<file path="config.mk">
export PLATFORM = sky130hd
export DESIGN_NAME = serial3_regfile_slave
export DESIGN_NICKNAME = d
export VERILOG_FILES = /design/src/rtl/tws_pkg.sv /design/src/rtl/tws_sync.sv /design/src/rtl/tws_regfile.sv /design/src/rtl/tws_frame.sv /design/src/rtl/serial3_regfile_slave.sv
export SDC_FILE = /design/constraint.sdc
export NUM_CORES = 1
export LEC_CHECK = 0
export ABC_AREA = 1
export BUFFER_PORTS_ARGS = -buffer_cell sky130_fd_sc_hd__buf_4
export CAP_MARGIN = 20
export CORE_MARGIN = 2
export CORE_UTILIZATION = 60
export CTS_BUF_LIST = sky130_fd_sc_hd__clkbuf_2 sky130_fd_sc_hd__clkbuf_4 sky130_fd_sc_hd__clkbuf_8
export DETAILED_ROUTE_END_ITERATION = 10
export PLACE_DENSITY = 0.89
export SLEW_MARGIN = 20
export SYNTH_ARGS = -nofsm -noshare
export SYNTH_HDL_FRONTEND = slang
export SYNTH_SLANG_ARGS = --single-unit
</file>
<file path="constraint.sdc">
create_clock -name clk -period 2.2 [get_ports clk]
set_input_delay 0.22 -clock clk [delete_from_list [all_inputs] [get_ports clk]]
set_output_delay 0.22 -clock clk [all_outputs]
set_load 0.02 [all_outputs]
</file>
<file path="src/rtl/tws_pkg.sv">
package tws_pkg;
   typedef enum logic {PH_CMD = 1'b0, PH_READ = 1'b1} tws_phase_e;

   typedef struct packed {
      logic rw;
      logic ad;
      logic dt;
   } tws_ctrl_t;
endpackage

</file>
<file path="src/rtl/tws_sync.sv">
module tws_sync #(
   parameter int STAGES = 2,
   parameter int W      = 3
) (
   input  logic         clk,
   input  logic         rst_n,
   input  logic [W-1:0] d,
   output logic [W-1:0] q
);
   if (STAGES < 0) begin : g_bad_stages
      $error("tws_sync: STAGES must not be negative");
   end

   if (STAGES == 0) begin : g_pass
      assign q = d;
   end else begin : g_chain
      logic [W-1:0] stg [STAGES];
      always_ff @(posedge clk or negedge rst_n) begin
         if (!rst_n) begin
            for (int i = 0; i < STAGES; i++) stg[i] <= '0;
         end else begin
            stg[0] <= d;
            for (int i = 1; i < STAGES; i++) stg[i] <= stg[i-1];
         end
      end
      assign q = stg[STAGES-1];
   end
endmodule

</file>
<file path="src/rtl/tws_regfile.sv">
module tws_regfile #(
   parameter int ADDR_W = 4,
   parameter int DATA_W = 4
) (
   input  logic              clk,
   input  logic              rst_n,
   input  logic              s_we,
   input  logic [ADDR_W-1:0] s_addr,
   input  logic [DATA_W-1:0] s_wdata,
   input  logic [ADDR_W-1:0] s_raddr,
   output logic [DATA_W-1:0] s_rdata,
   input  logic              h_we,
   input  logic [ADDR_W-1:0] h_addr,
   input  logic [DATA_W-1:0] h_wdata,
   output logic [DATA_W-1:0] h_rdata
);
   localparam int DEPTH = 1 << ADDR_W;

   logic [DATA_W-1:0] mem [DEPTH];

   always_ff @(posedge clk or negedge rst_n) begin
      if (!rst_n) begin
         for (int i = 0; i < DEPTH; i++) mem[i] <= '0;
      end else begin
         if (h_we)   mem[h_addr] <= h_wdata;
         if (s_we)   mem[s_addr] <= s_wdata;
      end
   end

   assign s_rdata = mem[s_raddr];
   assign h_rdata = mem[h_addr];
endmodule

</file>
<file path="src/rtl/tws_frame.sv">
module tws_frame
   import tws_pkg::*;
#(
   parameter int ADDR_W = 4,
   parameter int DATA_W = 4,
   parameter int CTRL_W = 4,
   localparam int FRAME_LEN = CTRL_W + ADDR_W,
   localparam int CNT_W     = $clog2(FRAME_LEN + 1)
) (
   input  logic              clk,
   input  logic              rst_n,
   input  logic              ce,
   input  logic              rise,
   input  logic              fall,
   input  logic              din,
   output logic [ADDR_W-1:0] rd_addr,
   input  logic [DATA_W-1:0] rd_data,
   output logic              wr_en,
   output logic [ADDR_W-1:0] wr_addr,
   output logic [DATA_W-1:0] wr_data,
   output logic              sio_out,
   output logic              sio_oe,
   output logic [ADDR_W-1:0] addr_q,
   output tws_phase_e        phase,
   output logic [CNT_W-1:0]  cnt,
   output logic              rd_start,
   output logic              addr_load
);
   localparam int NIB_IW = $clog2(DATA_W);
   localparam logic [CNT_W-1:0] LAST_BIT   = CNT_W'(FRAME_LEN - 1);
   localparam logic [CNT_W-1:0] PHASE_END  = CNT_W'(FRAME_LEN);
   localparam logic [CNT_W-1:0] OE_AT      = CNT_W'(2);
   localparam logic [CNT_W-1:0] DOUT_FIRST = CNT_W'(FRAME_LEN - DATA_W + 1);

   if (CTRL_W != 4) begin : g_bad_ctrl
      $error("tws_frame: CTRL_W must be 4");
   end
   if (DATA_W > ADDR_W || DATA_W < 2) begin : g_bad_data
      $error("tws_frame: DATA_W must be in 2..ADDR_W");
   end

   logic [FRAME_LEN-2:0] shift_q;
   logic [FRAME_LEN-1:0] frame_w;
   tws_ctrl_t            ctrl;
   logic [ADDR_W-1:0]    payload;
   logic                 frame_done;
   logic                 release_q;
   logic [DATA_W-1:0]    nib_q;
   logic [NIB_IW-1:0]    dsel;

   assign frame_w    = {shift_q, din};
   assign ctrl       = frame_w[FRAME_LEN-2 -: 3];
   assign payload    = frame_w[ADDR_W-1:0];
   assign frame_done = ce && rise && (phase == PH_CMD) && (cnt == LAST_BIT);
   assign addr_load  = frame_done && ctrl.ad && !ctrl.dt;
   assign wr_en      = frame_done && ctrl.dt && !ctrl.rw && !ctrl.ad;
   assign rd_start   = frame_done && ctrl.rw && ctrl.ad && !ctrl.dt;
   assign rd_addr    = payload;
   assign wr_addr    = addr_q;
   assign wr_data    = payload[DATA_W-1:0];
   assign dsel       = NIB_IW'(PHASE_END - cnt);

   always_ff @(posedge clk or negedge rst_n) begin
      if (!rst_n) begin
         shift_q   <= '0;
         cnt       <= '0;
         phase     <= PH_CMD;
         addr_q    <= '0;
         nib_q     <= '0;
         sio_oe    <= 1'b0;
         sio_out   <= 1'b0;
         release_q <= 1'b0;
      end else if (!ce) begin
         cnt       <= '0;
         phase     <= PH_CMD;
         sio_oe    <= 1'b0;
         sio_out   <= 1'b0;
         release_q <= 1'b0;
      end else begin
         if (rise) begin
            shift_q <= frame_w[FRAME_LEN-2:0];
            if (phase == PH_CMD) begin
               if (cnt == LAST_BIT) begin
                  cnt <= '0;
                  if (rd_start) phase <= PH_READ;
               end else begin
                  cnt <= cnt + 1'b1;
               end
            end else if (cnt == PHASE_END) begin
               phase     <= PH_CMD;
               cnt       <= CNT_W'(1);
               release_q <= 1'b1;
            end else begin
               cnt <= cnt + 1'b1;
            end
         end
         if (addr_load) addr_q <= payload;
         if (rd_start)  nib_q  <= rd_data;
         if (fall) begin
            if (release_q) begin
               sio_oe    <= 1'b0;
               release_q <= 1'b0;
            end else if (phase == PH_READ) begin
               if (cnt == OE_AT) sio_oe <= 1'b1;
               if (cnt >= DOUT_FIRST) sio_out <= nib_q[dsel];
            end
         end
      end
   end
endmodule

</file>
<file path="src/rtl/serial3_regfile_slave.sv">
module serial3_regfile_slave
   import tws_pkg::*;
#(
   parameter int ADDR_W      = 4,
   parameter int DATA_W      = 4,
   parameter int CTRL_W      = 4,
   parameter int SYNC_STAGES = 2
) (
   input  logic              clk,
   input  logic              rst_n,
   input  logic              ce,
   input  logic              sclk,
   input  logic              sio_in,
   output logic              sio_out,
   output logic              sio_oe,
   input  logic              host_we,
   input  logic [ADDR_W-1:0] host_addr,
   input  logic [DATA_W-1:0] host_wdata,
   output logic [DATA_W-1:0] host_rdata
);
   localparam int FRAME_LEN = CTRL_W + ADDR_W;
   localparam int CNT_W     = $clog2(FRAME_LEN + 1);

   logic              ce_s, sclk_s, din_s, sclk_d;
   logic              sclk_rise, sclk_fall;
   logic [ADDR_W-1:0] rd_addr, wr_addr, addr_q;
   logic [DATA_W-1:0] rd_data, wr_data;
   logic              wr_en, rd_start, addr_load;
   tws_phase_e        phase;
   logic [CNT_W-1:0]  cnt;

   tws_sync #(.STAGES(SYNC_STAGES), .W(3)) u_sync (
      .clk   (clk),
      .rst_n (rst_n),
      .d     ({ce, sclk, sio_in}),
      .q     ({ce_s, sclk_s, din_s})
   );

   always_ff @(posedge clk or negedge rst_n) begin
      if (!rst_n) sclk_d <= 1'b0;
      else        sclk_d <= sclk_s;
   end
   assign sclk_rise = sclk_s & ~sclk_d;
   assign sclk_fall = ~sclk_s & sclk_d;

   tws_frame #(.ADDR_W(ADDR_W), .DATA_W(DATA_W), .CTRL_W(CTRL_W)) u_frame (
      .clk       (clk),
      .rst_n     (rst_n),
      .ce        (ce_s),
      .rise      (sclk_rise),
      .fall      (sclk_fall),
      .din       (din_s),
      .rd_addr   (rd_addr),
      .rd_data   (rd_data),
      .wr_en     (wr_en),
      .wr_addr   (wr_addr),
      .wr_data   (wr_data),
      .sio_out   (sio_out),
      .sio_oe    (sio_oe),
      .addr_q    (addr_q),
      .phase     (phase),
      .cnt       (cnt),
      .rd_start  (rd_start),
      .addr_load (addr_load)
   );

   tws_regfile #(.ADDR_W(ADDR_W), .DATA_W(DATA_W)) u_rf (
      .clk     (clk),
      .rst_n   (rst_n),
      .s_we    (wr_en),
      .s_addr  (wr_addr),
      .s_wdata (wr_data),
      .s_raddr (rd_addr),
      .s_rdata (rd_data),
      .h_we    (host_we),
      .h_addr  (host_addr),
      .h_wdata (host_wdata),
      .h_rdata (host_rdata)
   );
endmodule

</file>
==> implementation parameters <==
Parameter                              Value

Synthesis
  Number of warnings printed during yosys synthesis    0
  Total nets after synthesis    between 900 and 1000
  Share of the yosys chip area belonging to registers    about two fifths
  Post-synthesis sequential element count    93
  Post-Synthesis Cell Area    around 0.006 mm2
  Post-Syn Area per Cell    slightly below 7 um2
  Top cells by area in the synthesized netlist    dfrtp_1, nand2_1, nand3_1
  Proportion of netlist area held by the largest area contributor    between 30% and 40%
  Distinct cell type count after synthesis    32
  Gate count after technology mapping    roughly 900
  Post-synthesis cell type with the largest combined area    dfrtp_1

Route
  Via density per instance    ~5.8
  Final Routed Wirelength    about 17 mm
  Number of vias in the routed layout    6046
  DR iter-0 viols    781
  ANT nets after route    0
  Avg WL per Cell    about 16 um
  Drc violations    0
  Number of search-and-repair iterations in the first detailed-routing pass    5

Critical path
  Arrival time at the worst endpoint    between 2 and 2.5 ns
  Startpoint-to-endpoint class of the critical path    flop to flop
  Type of element capturing the critical path    flop
  Destination of the worst register-to-register timing path    u_rf.mem[35]$_DFF_PN0_
  Data required time of the critical path    2.53 ns
  RR Startpoint    u_frame.cnt[0]$_DFFE_PN0P_
  R2R cell count    7
  Crit path capture    u_rf.mem[35]$_DFF_PN0_
  Worst-path fanout max    7
  Setup crit start kind    flop
  FF-to-FF setup slack    0.26 ns
  Critical path origin    u_frame.cnt[0]$_DFFE_PN0P_

Power and ir drop
  Pwr dens    about 750 mW/mm2
  Overall power    around 5 mW
  Largest vdd supply drop    ~0.00040 V
  Static power due to leakage    3.46 nW

Place
  DP Worst Slack    between 0.3 and 0.4 ns
  Routability cong.    just under 1
  Placed wire-length estimate after detailed placement    11.3 mm
  Port Buffer Count    19

Clocking
  Total CTS buffers    9
  Clock tree from TritonCTS    done
  Clock buffer depth    2
  Clock Sinks    93
  Clock H-tree levels    3
  Count of instances resized after the clock tree is built    0
  Master cell of the clock root buffer    clkbuf_8
  Clock Pin Slew Worst Setup and Hold Paths    approximately 0.10 ns
  Later-pin clock latency in the skew report    between 0.3 and 0.4 ns

Timing
  Slew at the pin with the worst max-slew slack    0.681 ns
  Setup TNS    0 ns
  Worst Hold Margin    roughly 0.23 ns
  Top achievable clock speed    0.515 GHz
  Unrepaired setup endpoints after global routing    no
  Max-slew violation total from the final report    0
  Final worst-path setup slack    between 0.2 and 0.3 ns
  Part of the cycle the worst path needs    around nine tenths
  Worst slew margin relative to its limit    between 50% and 60%
  Post-route clock skew    between 0.01 and 0.015 ns
  Setup Viol. Count Final    0
  Number of hold violations in the final report    0
  Min cycle time layout    1.94 ns

Die
  Initial Utilization    61.7%
  Area inside the core boundary    just under 0.01 mm2
  Vert. Die Dim    approximately 100 um
  Floorplan die area    ~0.011 mm2
  Num ports    20
  Std-Cell Rows    36
  Chip width    about 100 um

Global route
  Initial antenna violation count    0
  Pin count of the biggest net entering global routing    53
  Global-route wire length before repair    ~28 mm
  Global route total overflow    0
  Number of global-route vias before repair    5636
  Global Route Usage Sum    between 30% and 40%

Run status
  Outcome    complete, no violations

Run
  Max-cap viol count    0

Final layout
  Layout Utilization    roughly 67%
  Most common cell after layout, fill and taps aside    nand2_1
  Leading cell types in the layout, fill and taps excluded    nand2_1, nand3_1, inv_1, dfrtp_1, o21ai_0
  Number of nets in the layout    between 900 and 1000
  Antenna diode count    0
  Ratio of cells with drive above 1 in the final layout    under 10%
  Post-synthesis to final-layout area growth    8.56%

Min path
  Class of the tightest hold or removal check    primary input to flop
  Number of cells on the worst hold path    5
final cells by class:
| class | instances | area [um2] |
|---|---|---|
| Clock buffer | 9 | 124 |
| Clock inverter | 7 | 78.8 |
| Fill cell | 844 | 3220 |
| Multi-Input combinational cell | 668 | 3150 |
| Inverter | 100 | 375 |
| Sequential cell | 93 | 2330 |
| Tap cell | 133 | 166 |
| Timing Repair Buffer | 39 | 328 |
state kept, by name, indices dropped and copies added (netlist names):
register,flops
u_frame.release_q,1
sclk_d,1
u_frame.sio_out,1
u_frame.nib_q,4
u_rf.mem,64
u_sync.g_chain.stg,3
u_frame.sio_oe,1
u_frame.phase,1
u_sync.q,3
u_frame.shift_q,6
u_frame.cnt,4
u_frame.addr_q,4
Yosys cell counts:
library cell    n
nor3_1          2
o21ai_1         7
nor2_4         12
xnor2_1         1
nor3_2          2
and3_1          1
buf_6           2
nand2_4         3
xor2_1          1
nor3_4          1
dfrtp_1        93
nor2_2          2
nand2_1       372
buf_1           2
nand3_2         2
buf_4           7
nand4_2         1
clkinv_1        1
inv_1          94
o32ai_1         1
a22oi_1        32
clkbuf_1       18
nand3_1       104
buf_2           6
a21oi_1         3
o22ai_1         1
o21ai_0        74
nand4_1        14
nor2_1         18
ha_1            5
nand2_2         9
inv_2           5
repair_timing:
item	4_1_cts	5_1_grt
hold buffers	4	0
hold endpoints to repair	44	0
buffers inserted	0	0
how the worst min path moves through the flow:
| stage | startpoint | to |
|---|---|---|
| final | host_wdata[3] | u_rf.mem[27]$_DFF_PN0_ |
| after global routing | host_wdata[3] | u_rf.mem[27]$_DFF_PN0_ |
| after CTS | host_wdata[3] | u_rf.mem[27]$_DFF_PN0_ |
| after detailed placement | rst_n | u_rf.mem[34]$_DFF_PN0_ |
| after global placement | rst_n | u_rf.mem[34]$_DFF_PN0_ |
| after floorplan | rst_n | sclk_d$_DFF_PN0_ |
routing by layer:
metal / part of all wire [%] / vias up / wire, um / track usage (%)
met3: 11 / 57 / 1940 / 7.02
li1: - / 2910 / - / -
met5: 0 / - / 0 / 0
met2: 45 / 370 / 7610 / 48.7
met1: 40 / 2709 / 6850 / 44.8
met4: 3.5 / 0 / 597 / 15.4
report_power, final:
part           total [mW]  switching [mW]  internal (mW)  leakage, nW
clock                1.23           0.687          0.542        0.105
sequential           2.30           0.276           2.02         1.14
combinational        1.41           0.903          0.505         2.21
cell families (layout without fill, tap and decap cells):
group,Yosys count,in the layout,synth area share [%]
and+or+nand+nor,543,543,39.7
buffers and inverters,135,155,9.21
AOI/OAI and AO/OA,118,118,11.2
DFF,93,93,38.6
adders and majority gates,5,5,1.04
xor gates and xnor gates,2,2,0.290
worst max-delay path, cell delays in order, from the launching register on:
cell and delay, ns:
dfrtp_1 0.45, ha_1 0.23, nand4_2 0.17, nor2_4 0.15, nand2_4 0.12, nor3_1 0.56
nand2_1 0.12, nand2_1 0.09
through the flow:
step,cell area [um2],cells
after floorplan,6030,896
after global placement,6310,1029
after detailed placement,6310,1029
after CTS,6550,1049
after global routing,6550,1049
final,6550,1049
(Power assumes the default switching activity.)
